--- src/rtl/dwpi_pkg.sv ---
package dwpi_pkg;
  localparam int BUS_W     = 16;
  localparam int SWALLOW_W = 3;
  localparam int MAIN_W    = 11;
  localparam int GAIN_W    = 2;
  localparam int REFDIV_W  = 10;
  localparam int PD_EN_BIT = 10;
  localparam int SENSE_BIT = 12;
  localparam int MAIN_LSB  = SWALLOW_W;
  localparam int GAIN_LSB  = SWALLOW_W + MAIN_W;

  typedef struct packed {
    logic captureRf;
    logic captureRef;
    logic commit;
  } ctrlStrobes_t;
endpackage

--- src/rtl/dwpi_sync.sv ---
module dwpi_sync #(
  parameter int WIDTH  = 1,
  parameter int STAGES = 2
) (
  input  logic             clk,
  input  logic             rstN,
  input  logic [WIDTH-1:0] dIn,
  output logic [WIDTH-1:0] qOut
);
  logic [WIDTH-1:0] chain [STAGES];

  always_ff @(posedge clk or negedge rstN) begin
    if (!rstN) begin
      for (int i = 0; i < STAGES; i++) chain[i] <= '1;
    end else begin
      chain[0] <= dIn;
      for (int i = 1; i < STAGES; i++) chain[i] <= chain[i-1];
    end
  end

  assign qOut = chain[STAGES-1];
endmodule

--- src/rtl/dwpi_ctrl.sv ---
module dwpi_ctrl
  import dwpi_pkg::*;
#(
  parameter int SYNC_STAGES = 2
) (
  input  logic         clk,
  input  logic         rstN,
  input  logic         addrIn,
  input  logic         strobeIn,
  output ctrlStrobes_t strobes,
  output logic         holdOut
);
  logic [1:0] ctlSync;
  logic       addrSync;
  logic       strbSync;
  logic       strbPrev;

  dwpi_sync #(.WIDTH(2), .STAGES(SYNC_STAGES)) ctlSync_i (
    .clk  (clk),
    .rstN (rstN),
    .dIn  ({addrIn, strobeIn}),
    .qOut (ctlSync)
  );

  assign addrSync = ctlSync[1];
  assign strbSync = ctlSync[0];

  always_ff @(posedge clk or negedge rstN) begin
    if (!rstN) strbPrev <= 1'b1;
    else       strbPrev <= strbSync;
  end

  always_comb begin
    strobes.captureRf  = strbSync & addrSync;
    strobes.captureRef = strbSync & ~addrSync;
    strobes.commit     = strbPrev & ~strbSync;
  end

  assign holdOut = strbSync;
endmodule

--- src/rtl/dwpi_datapath.sv ---
module dwpi_datapath
  import dwpi_pkg::*;
#(
  parameter int SYNC_STAGES = 2
) (
  input  logic                 clk,
  input  logic                 rstN,
  input  logic [BUS_W-1:0]     busIn,
  input  ctrlStrobes_t         strobes,
  input  logic                 holdIn,
  output logic [SWALLOW_W-1:0] swallowCnt,
  output logic [MAIN_W-1:0]    mainCnt,
  output logic [GAIN_W-1:0]    pumpGain,
  output logic [REFDIV_W-1:0]  refDiv,
  output logic                 detectorEnable,
  output logic                 detectorSense,
  output logic                 pumpOn
);
  logic [BUS_W-1:0] busSync;
  logic [BUS_W-1:0] rfBuf, refBuf;
  logic [BUS_W-1:0] rfAct, refAct;

  dwpi_sync #(.WIDTH(BUS_W), .STAGES(SYNC_STAGES)) busSync_i (
    .clk  (clk),
    .rstN (rstN),
    .dIn  (busIn),
    .qOut (busSync)
  );

  // Transparent buffers: follow the bus while their group is selected
  always_ff @(posedge clk or negedge rstN) begin
    if (!rstN) begin
      rfBuf  <= '1;
      refBuf <= '1;
    end else begin
      if (strobes.captureRf)  rfBuf  <= busSync;
      if (strobes.captureRef) refBuf <= busSync;
    end
  end

  // Active registers seen by the counters, loaded on strobe release
  always_ff @(posedge clk or negedge rstN) begin
    if (!rstN) begin
      rfAct  <= '1;
      refAct <= '1;
    end else if (strobes.commit) begin
      rfAct  <= rfBuf;
      refAct <= refBuf;
    end
  end

  assign swallowCnt     = rfAct[SWALLOW_W-1:0];
  assign mainCnt        = rfAct[MAIN_LSB +: MAIN_W];
  assign pumpGain       = rfAct[GAIN_LSB +: GAIN_W];
  assign refDiv         = refAct[REFDIV_W-1:0];
  assign detectorEnable = refAct[PD_EN_BIT];
  assign detectorSense  = refAct[SENSE_BIT];
  assign pumpOn         = ~holdIn & refAct[PD_EN_BIT];
endmodule

--- src/rtl/dual_word_prog_if.sv ---
module dual_word_prog_if
  import dwpi_pkg::*;
#(
  parameter int SYNC_STAGES = 2
) (
  input  logic                 clk,
  input  logic                 rstN,
  input  logic [BUS_W-1:0]     busIn,
  input  logic                 addrIn,
  input  logic                 strobeIn,
  output logic [SWALLOW_W-1:0] swallowCnt,
  output logic [MAIN_W-1:0]    mainCnt,
  output logic [GAIN_W-1:0]    pumpGain,
  output logic [REFDIV_W-1:0]  refDiv,
  output logic                 detectorEnable,
  output logic                 detectorSense,
  output logic                 counterHold,
  output logic                 pumpOn
);
  ctrlStrobes_t ctrlStrobes;

  dwpi_ctrl #(.SYNC_STAGES(SYNC_STAGES)) ctrl_i (
    .clk      (clk),
    .rstN     (rstN),
    .addrIn   (addrIn),
    .strobeIn (strobeIn),
    .strobes  (ctrlStrobes),
    .holdOut  (counterHold)
  );

  dwpi_datapath #(.SYNC_STAGES(SYNC_STAGES)) dp_i (
    .clk            (clk),
    .rstN           (rstN),
    .busIn          (busIn),
    .strobes        (ctrlStrobes),
    .holdIn         (counterHold),
    .swallowCnt     (swallowCnt),
    .mainCnt        (mainCnt),
    .pumpGain       (pumpGain),
    .refDiv         (refDiv),
    .detectorEnable (detectorEnable),
    .detectorSense  (detectorSense),
    .pumpOn         (pumpOn)
  );
endmodule

--- config.mk ---
export PLATFORM = sky130hd
export DESIGN_NAME = dual_word_prog_if
export DESIGN_NICKNAME = d
export VERILOG_FILES = /design/src/rtl/dwpi_pkg.sv /design/src/rtl/dwpi_sync.sv /design/src/rtl/dwpi_ctrl.sv /design/src/rtl/dwpi_datapath.sv /design/src/rtl/dual_word_prog_if.sv
export SDC_FILE = /design/constraint.sdc
export NUM_CORES = 1
export LEC_CHECK = 0
export ABC_CLOCK_PERIOD_IN_PS = 1620
export BUFFER_PORTS_ARGS = -buffer_cell sky130_fd_sc_hd__buf_2
export CELL_PAD_IN_SITES_DETAIL_PLACEMENT = 1
export CELL_PAD_IN_SITES_GLOBAL_PLACEMENT = 2
export CORE_UTILIZATION = 40
export CTS_CLUSTER_DIAMETER = 120
export DETAILED_ROUTE_END_ITERATION = 16
export GPL_ROUTABILITY_DRIVEN = 0
export PLACE_DENSITY_LB_ADDON = 0.15
export SYNTH_ARGS = -nofsm -noshare
export SYNTH_HDL_FRONTEND = slang
export SYNTH_SLANG_ARGS = --single-unit
export TNS_END_PERCENT = 30
--- constraint.sdc ---
create_clock -name clk -period 1.62 [get_ports clk]
set_input_delay 0 -clock clk [delete_from_list [all_inputs] [get_ports clk]]
set_output_delay 0 -clock clk [all_outputs]
set_load 0.01 [all_outputs]
==> run metrics, run 1 <==
Die Span Y between 90 and 100 µm; LEAKAGE approximately 1.7 nW; Routed Antenna Nets 0; Worst-path clk slew ~0.09 ns; Slew @ Worst Pin 0.480 ns; H-tree depth 3; DRC viols 0; status finished, final reports clean; Cell Area, Placed roughly 3600 µm²; share of layout cells above drive strength 1 about 92%; diodes inserted 0; num rows 32; clk buf depth 2; final instance area between 4000 and 5000 µm²; Final Hold Fails 0; setup bufs post-CTS 0; DRT iter0 DRCs 32; core area about 8000 µm²; setup violators final 0; Root Buffer clkbuf_8; post-synthesis compound-gate area fraction 0%; Initial Util 41.7%; MaxCap Viol Count 0; CTS tree done; vias in the first global route 1734; Setup Skew 0.0110 ns; simple-gate share of the synthesized area 0.889%; gr usage total 14.7%; WL/cell 16.0 µm; XOR/XNOR Fraction of Synth Area 0%; post-synthesis mux area share between 20 and 25%; IO buf count 49; Layout area overhead 24.3%; post-synthesis cell area around 3200 µm²; RSZ-0062 raised after global routing no; Data required, critical path roughly 1.9 ns; CP Max Fanout 10; register area share after synthesis 75.5%; Post-Synthesis Cells between 150 and 200; setup total negative slack 0 ns; largest family of logic cells by synthesized area multiplexers; max_slew headroom between 60% and 70%; io pins 50; TritonCTS Buffers 9; Avg Cell Area, Syn 20.5 µm²; initial antenna violation count 0; largest net degree at the start of global routing 49; Final period util about nine tenths; Yosys warning total 0; Overflow after GRT 0; VDD IR-drop max 617 µV; Total Wirelength roughly 5.5 mm; DR vias approximately 1600; syn_nets ~180; final count of pins violating max slew 0; die width just over 90 µm; worst skew pair latency 0.35 ns; Avg Vias per Cell 4.54; Worst EP arrival about 1.7 ns; fin nets 257; DRT Pass-1 Iters 2; kind of critical path reg2reg; highest clock rate 681 MHz; die area between 8000 and 9000 µm²; Pwr Total 5.39 mW; hold bufs inserted after CTS 19; endpoint type of the worst setup path flop; #FFs+latches synth a little over 90; crit start category flop; count of cell types in the netlist 10; Pwr Density around 1300 nW/µm²; worst min-delay path class in2reg; post-cts sizing count 0; minimum clock period roughly 1.5 ns; Clock Sinks 93; global-route wire length before repair just over 9 mm; hpwl dp ~3.6 mm; Post-Synth Adder-Cell Area 0%
==> cells by family after synthesis <==
family                 count (synthesis)
buffers and inverters                  5
flip-flops                            93
multiplexers                          56
AND/OR/NAND/NOR                        4
==> cells in the final DEF (no fill, tap or decap) <==
cell	netlist	final
clkinv_2	0	3
nor2b_4	0	1
dlygate4sd3_1	0	19
clkbuf_8	0	10
nor2b_2	1	1
inv_6	0	1
nand2_2	1	1
mux2_2	36	36
buf_2	0	48
mux2_4	20	20
bufinv_16	0	1
buf_12	0	3
dfstp_2	93	93
clkinvlp_4	0	1
buf_4	1	3
and2b_1	1	1
==> Yosys cell counts <==
master	count	area share (%)
mux2_2	36	13
nand2_2	1	0.19
buf_8	2	0.93
buf_6	2	0.70
and2b_1	1	0.23
nor2b_2	1	0.27
mux2_4	20	9.3
nor2b_1	1	0.19
dfstp_2	93	75
buf_4	1	0.23
==> layer usage <==
layer  wire length, µm  GRT usage [%]
met1              2320           17.9
met2              2860           24.3
met3               258           5.56
met4                58           4.30
met5                 0              0
==> path summary, 6_finish.rpt <==
path,startpoint,to,slack [ns],cells after the start
hold reg to reg,dp_i.busSync_i.chain[25],dp_i.busSync_i.qOut[9],0.36,0
hold / removal,strobeIn,ctrl_i.ctlSync_i.chain[2],0.28,2
max in group asynchronous,rstN,ctrl_i.strbPrev,0.89,3
setup reg to reg,ctrl_i.ctlSync_i.qOut[0],dp_i.refBuf[8],0.15,3
setup / recovery,ctrl_i.ctlSync_i.qOut[0],dp_i.refBuf[8],0.15,3
min in group asynchronous,rstN,dp_i.busSync_i.qOut[14],0.32,2
==> layout make-up <==
class	instances	area [µm²]
Fill cell	756	3740
Timing Repair Buffer	73	513
Clock buffer	10	138
Clock inverter	6	61.3
Tap cell	102	128
Sequential cell	93	2440
Multi-Input combinational cell	60	742
==> stage by stage <==
stage          util [%]  cells  hold WS, ns  worst slack, ns
4_1_cts            51.8    344        0.267            0.129
3_3_place_gp       46.8    309        0.105            0.214
6_report           51.8    344        0.285            0.153
2_1_floorplan         -    158       -0.148            0.262
5_1_grt            51.8    344        0.268            0.104
3_5_place_dp       46.8    309        0.107            0.157
==> report_power, final <==
part | total, mW | switching, mW | internal, mW
logic | 0.802 | 0.328 | 0.474
clock network | 1.53 | 0.778 | 0.753
registers | 3.05 | 0.175 | 2.88
total | 5.39 | 1.28 | 4.10
==> critical path: stages, from the launching register on <==
cell	delay [ns]
dfstp_2	0.60
nor2b_2	0.28
buf_12	0.17
mux2_2	0.34
==> state kept, by name, summed over array words and instances, names as in the netlist <==
| signal | cells |
|---|---|
| ctrl_i.ctlSync_i.qOut | 2 |
| dp_i.busSync_i.qOut | 16 |
| dp_i.refAct | 12 |
| dp_i.rfAct | 16 |
| dp_i.refBuf | 12 |
| dp_i.rfBuf | 16 |
| ctrl_i.strbPrev | 1 |
| dp_i.busSync_i.chain | 16 |
| ctrl_i.ctlSync_i.chain | 2 |
Note: power is estimated with default switching activity, not from simulation.
==> run 2: changes to the inputs <==
--- a/config.mk
+++ b/config.mk
@@ -8,7 +8,7 @@
 export ABC_CLOCK_PERIOD_IN_PS = 1620
 export BUFFER_PORTS_ARGS = -buffer_cell sky130_fd_sc_hd__buf_2
 export CELL_PAD_IN_SITES_DETAIL_PLACEMENT = 1
-export CELL_PAD_IN_SITES_GLOBAL_PLACEMENT = 2
+export CELL_PAD_IN_SITES_GLOBAL_PLACEMENT = 1
 export CORE_UTILIZATION = 40
 export CTS_CLUSTER_DIAMETER = 120
 export DETAILED_ROUTE_END_ITERATION = 16
==> run metrics, run 2 (synthesis results as in run 1) <==
RSZ-0062 raised after global routing no; worst min-delay path class in2reg; DRC viols 0; final count of pins violating max slew 0; LEAKAGE 1.70 nW; DR vias approximately 1600; hold bufs inserted after CTS 19; WL/cell approximately 16 µm; diodes inserted 0; post-cts sizing count 0; Layout fillers between 700 and 800; share of layout cells above drive strength 1 between 90% and 100%; Pwr Density ~1300 nW/µm²; Clock Sinks 93; Final Util between 50% and 60%; VDD IR-drop max between 600 and 700 µV; TritonCTS Buffers 9; num rows 32; Die Span Y about 92 µm; Cell Area, Placed between 3000 and 4000 µm²; H-tree depth 3; Initial Util a little over two fifths; commonest non-fill, non-tap cell in the layout dfstp_2; endpoint type of the worst setup path flop; largest net degree at the start of global routing 44; Setup WS post-layout 0.178 ns; kind of critical path reg2reg; DRT iter0 DRCs 45; Setup Skew 0.0101 ns; Setup Slack @ Placement 0.180 ns; hpwl dp around 3.8 mm; Avg Vias per Cell ~4.5; Final period util between 80% and 90%; IO buf count 49; status finished, final reports clean; Worst-path clk slew approximately 0.08 ns; Worst EP arrival about 1.7 ns; MaxCap Viol Count 0; setup total negative slack 0 ns; vias in the first global route roughly 1800; setup violators final 0; Overflow after GRT 0; commonest cells after routing, fill and taps aside 93 x dfstp_2, 48 x buf_2, 36 x mux2_2; DRT Pass-1 Iters 3; initial antenna violation count 0; CTS tree done; die width 92.0 µm; Data required, critical path 1.89 ns; footprint of the multi-input gates around 740 µm²; final instance area 4030 µm²; crit start category flop; worst skew pair latency 0.35 ns; Root Buffer clkbuf_8; minimum clock period 1.44 ns; global-route wire length before repair between 9 and 10 mm; max_slew headroom ~63%; Total Wirelength about 5.6 mm; core area about 8000 µm²; highest clock rate between 600 and 700 MHz; Final Hold Fails 0; Slew @ Worst Pin around 0.55 ns; die area around 8500 µm²; clk buf depth 2; Layout area overhead 24.3%; gr usage total between 10% and 20%; CP Max Fanout 9; io pins 50; sequential cell area 2440 µm²; setup bufs post-CTS 0; Routed Antenna Nets 0; fin nets 258
==> run 2: where the power goes <==
part	total [mW]	switching (mW)	internal [mW]	leakage, nW
Combinational	0.805	0.329	0.476	0.629
Clock	1.49	0.741	0.752	0.0964
Sequential	3.06	0.177	2.88	0.978
==> run 2: per-layer routing <==
metal | up-vias | GRT usage, % | routed length, µm | share of wire (%)
li1 | 698 | - | - | -
met1 | 814 | 17.9 | 2320 | 42
met2 | 34 | 24.9 | 2960 | 53
met3 | 8 | 4.06 | 197 | 3.5
met4 | 0 | 7.03 | 95 | 1.7
met5 | - | 0 | 0 | 0
==> run 2: cell type report <==
class	instances	area share [%]
clock buffers	12	3.60
clock inverters	4	1.18
multi-input cells	60	18.4
flip-flops and latches	93	60.7
well taps	102	3.17
repair buffers	74	12.9
==> run 2: metrics by stage <==
stage / total power [mW] / hold slack [ns] / instances
floorplan: 3.52 / -0.148 / 158
global placement: 3.84 / 0.105 / 310
detailed placement: 3.89 / 0.106 / 310
CTS: 5.45 / 0.268 / 345
global route: 5.62 / 0.279 / 345
finish: 5.35 / 0.281 / 345
==> run 2: worst max-delay path: stages (launching register included) <==
cell	delay, ns
dfstp_2	0.56
nor2b_2	0.31
buf_12	0.17
mux2_2	0.33
==> run 2: path summary, 6_finish.rpt <==
path / start / endpoint / slack (ns) / cells after the start
max: ctrl_i.ctlSync_i.qOut[0] / dp_i.refBuf[4] / 0.18 / 3
min: busIn[10] / dp_i.busSync_i.chain[26] / 0.28 / 2
max reg2reg: ctrl_i.ctlSync_i.qOut[0] / dp_i.refBuf[4] / 0.18 / 3
min reg2reg: dp_i.busSync_i.chain[31] / dp_i.busSync_i.qOut[15] / 0.36 / 0
max in group asynchronous: rstN / dp_i.busSync_i.chain[16] / 0.78 / 3
min in group asynchronous: rstN / dp_i.rfAct[11] / 0.50 / 2
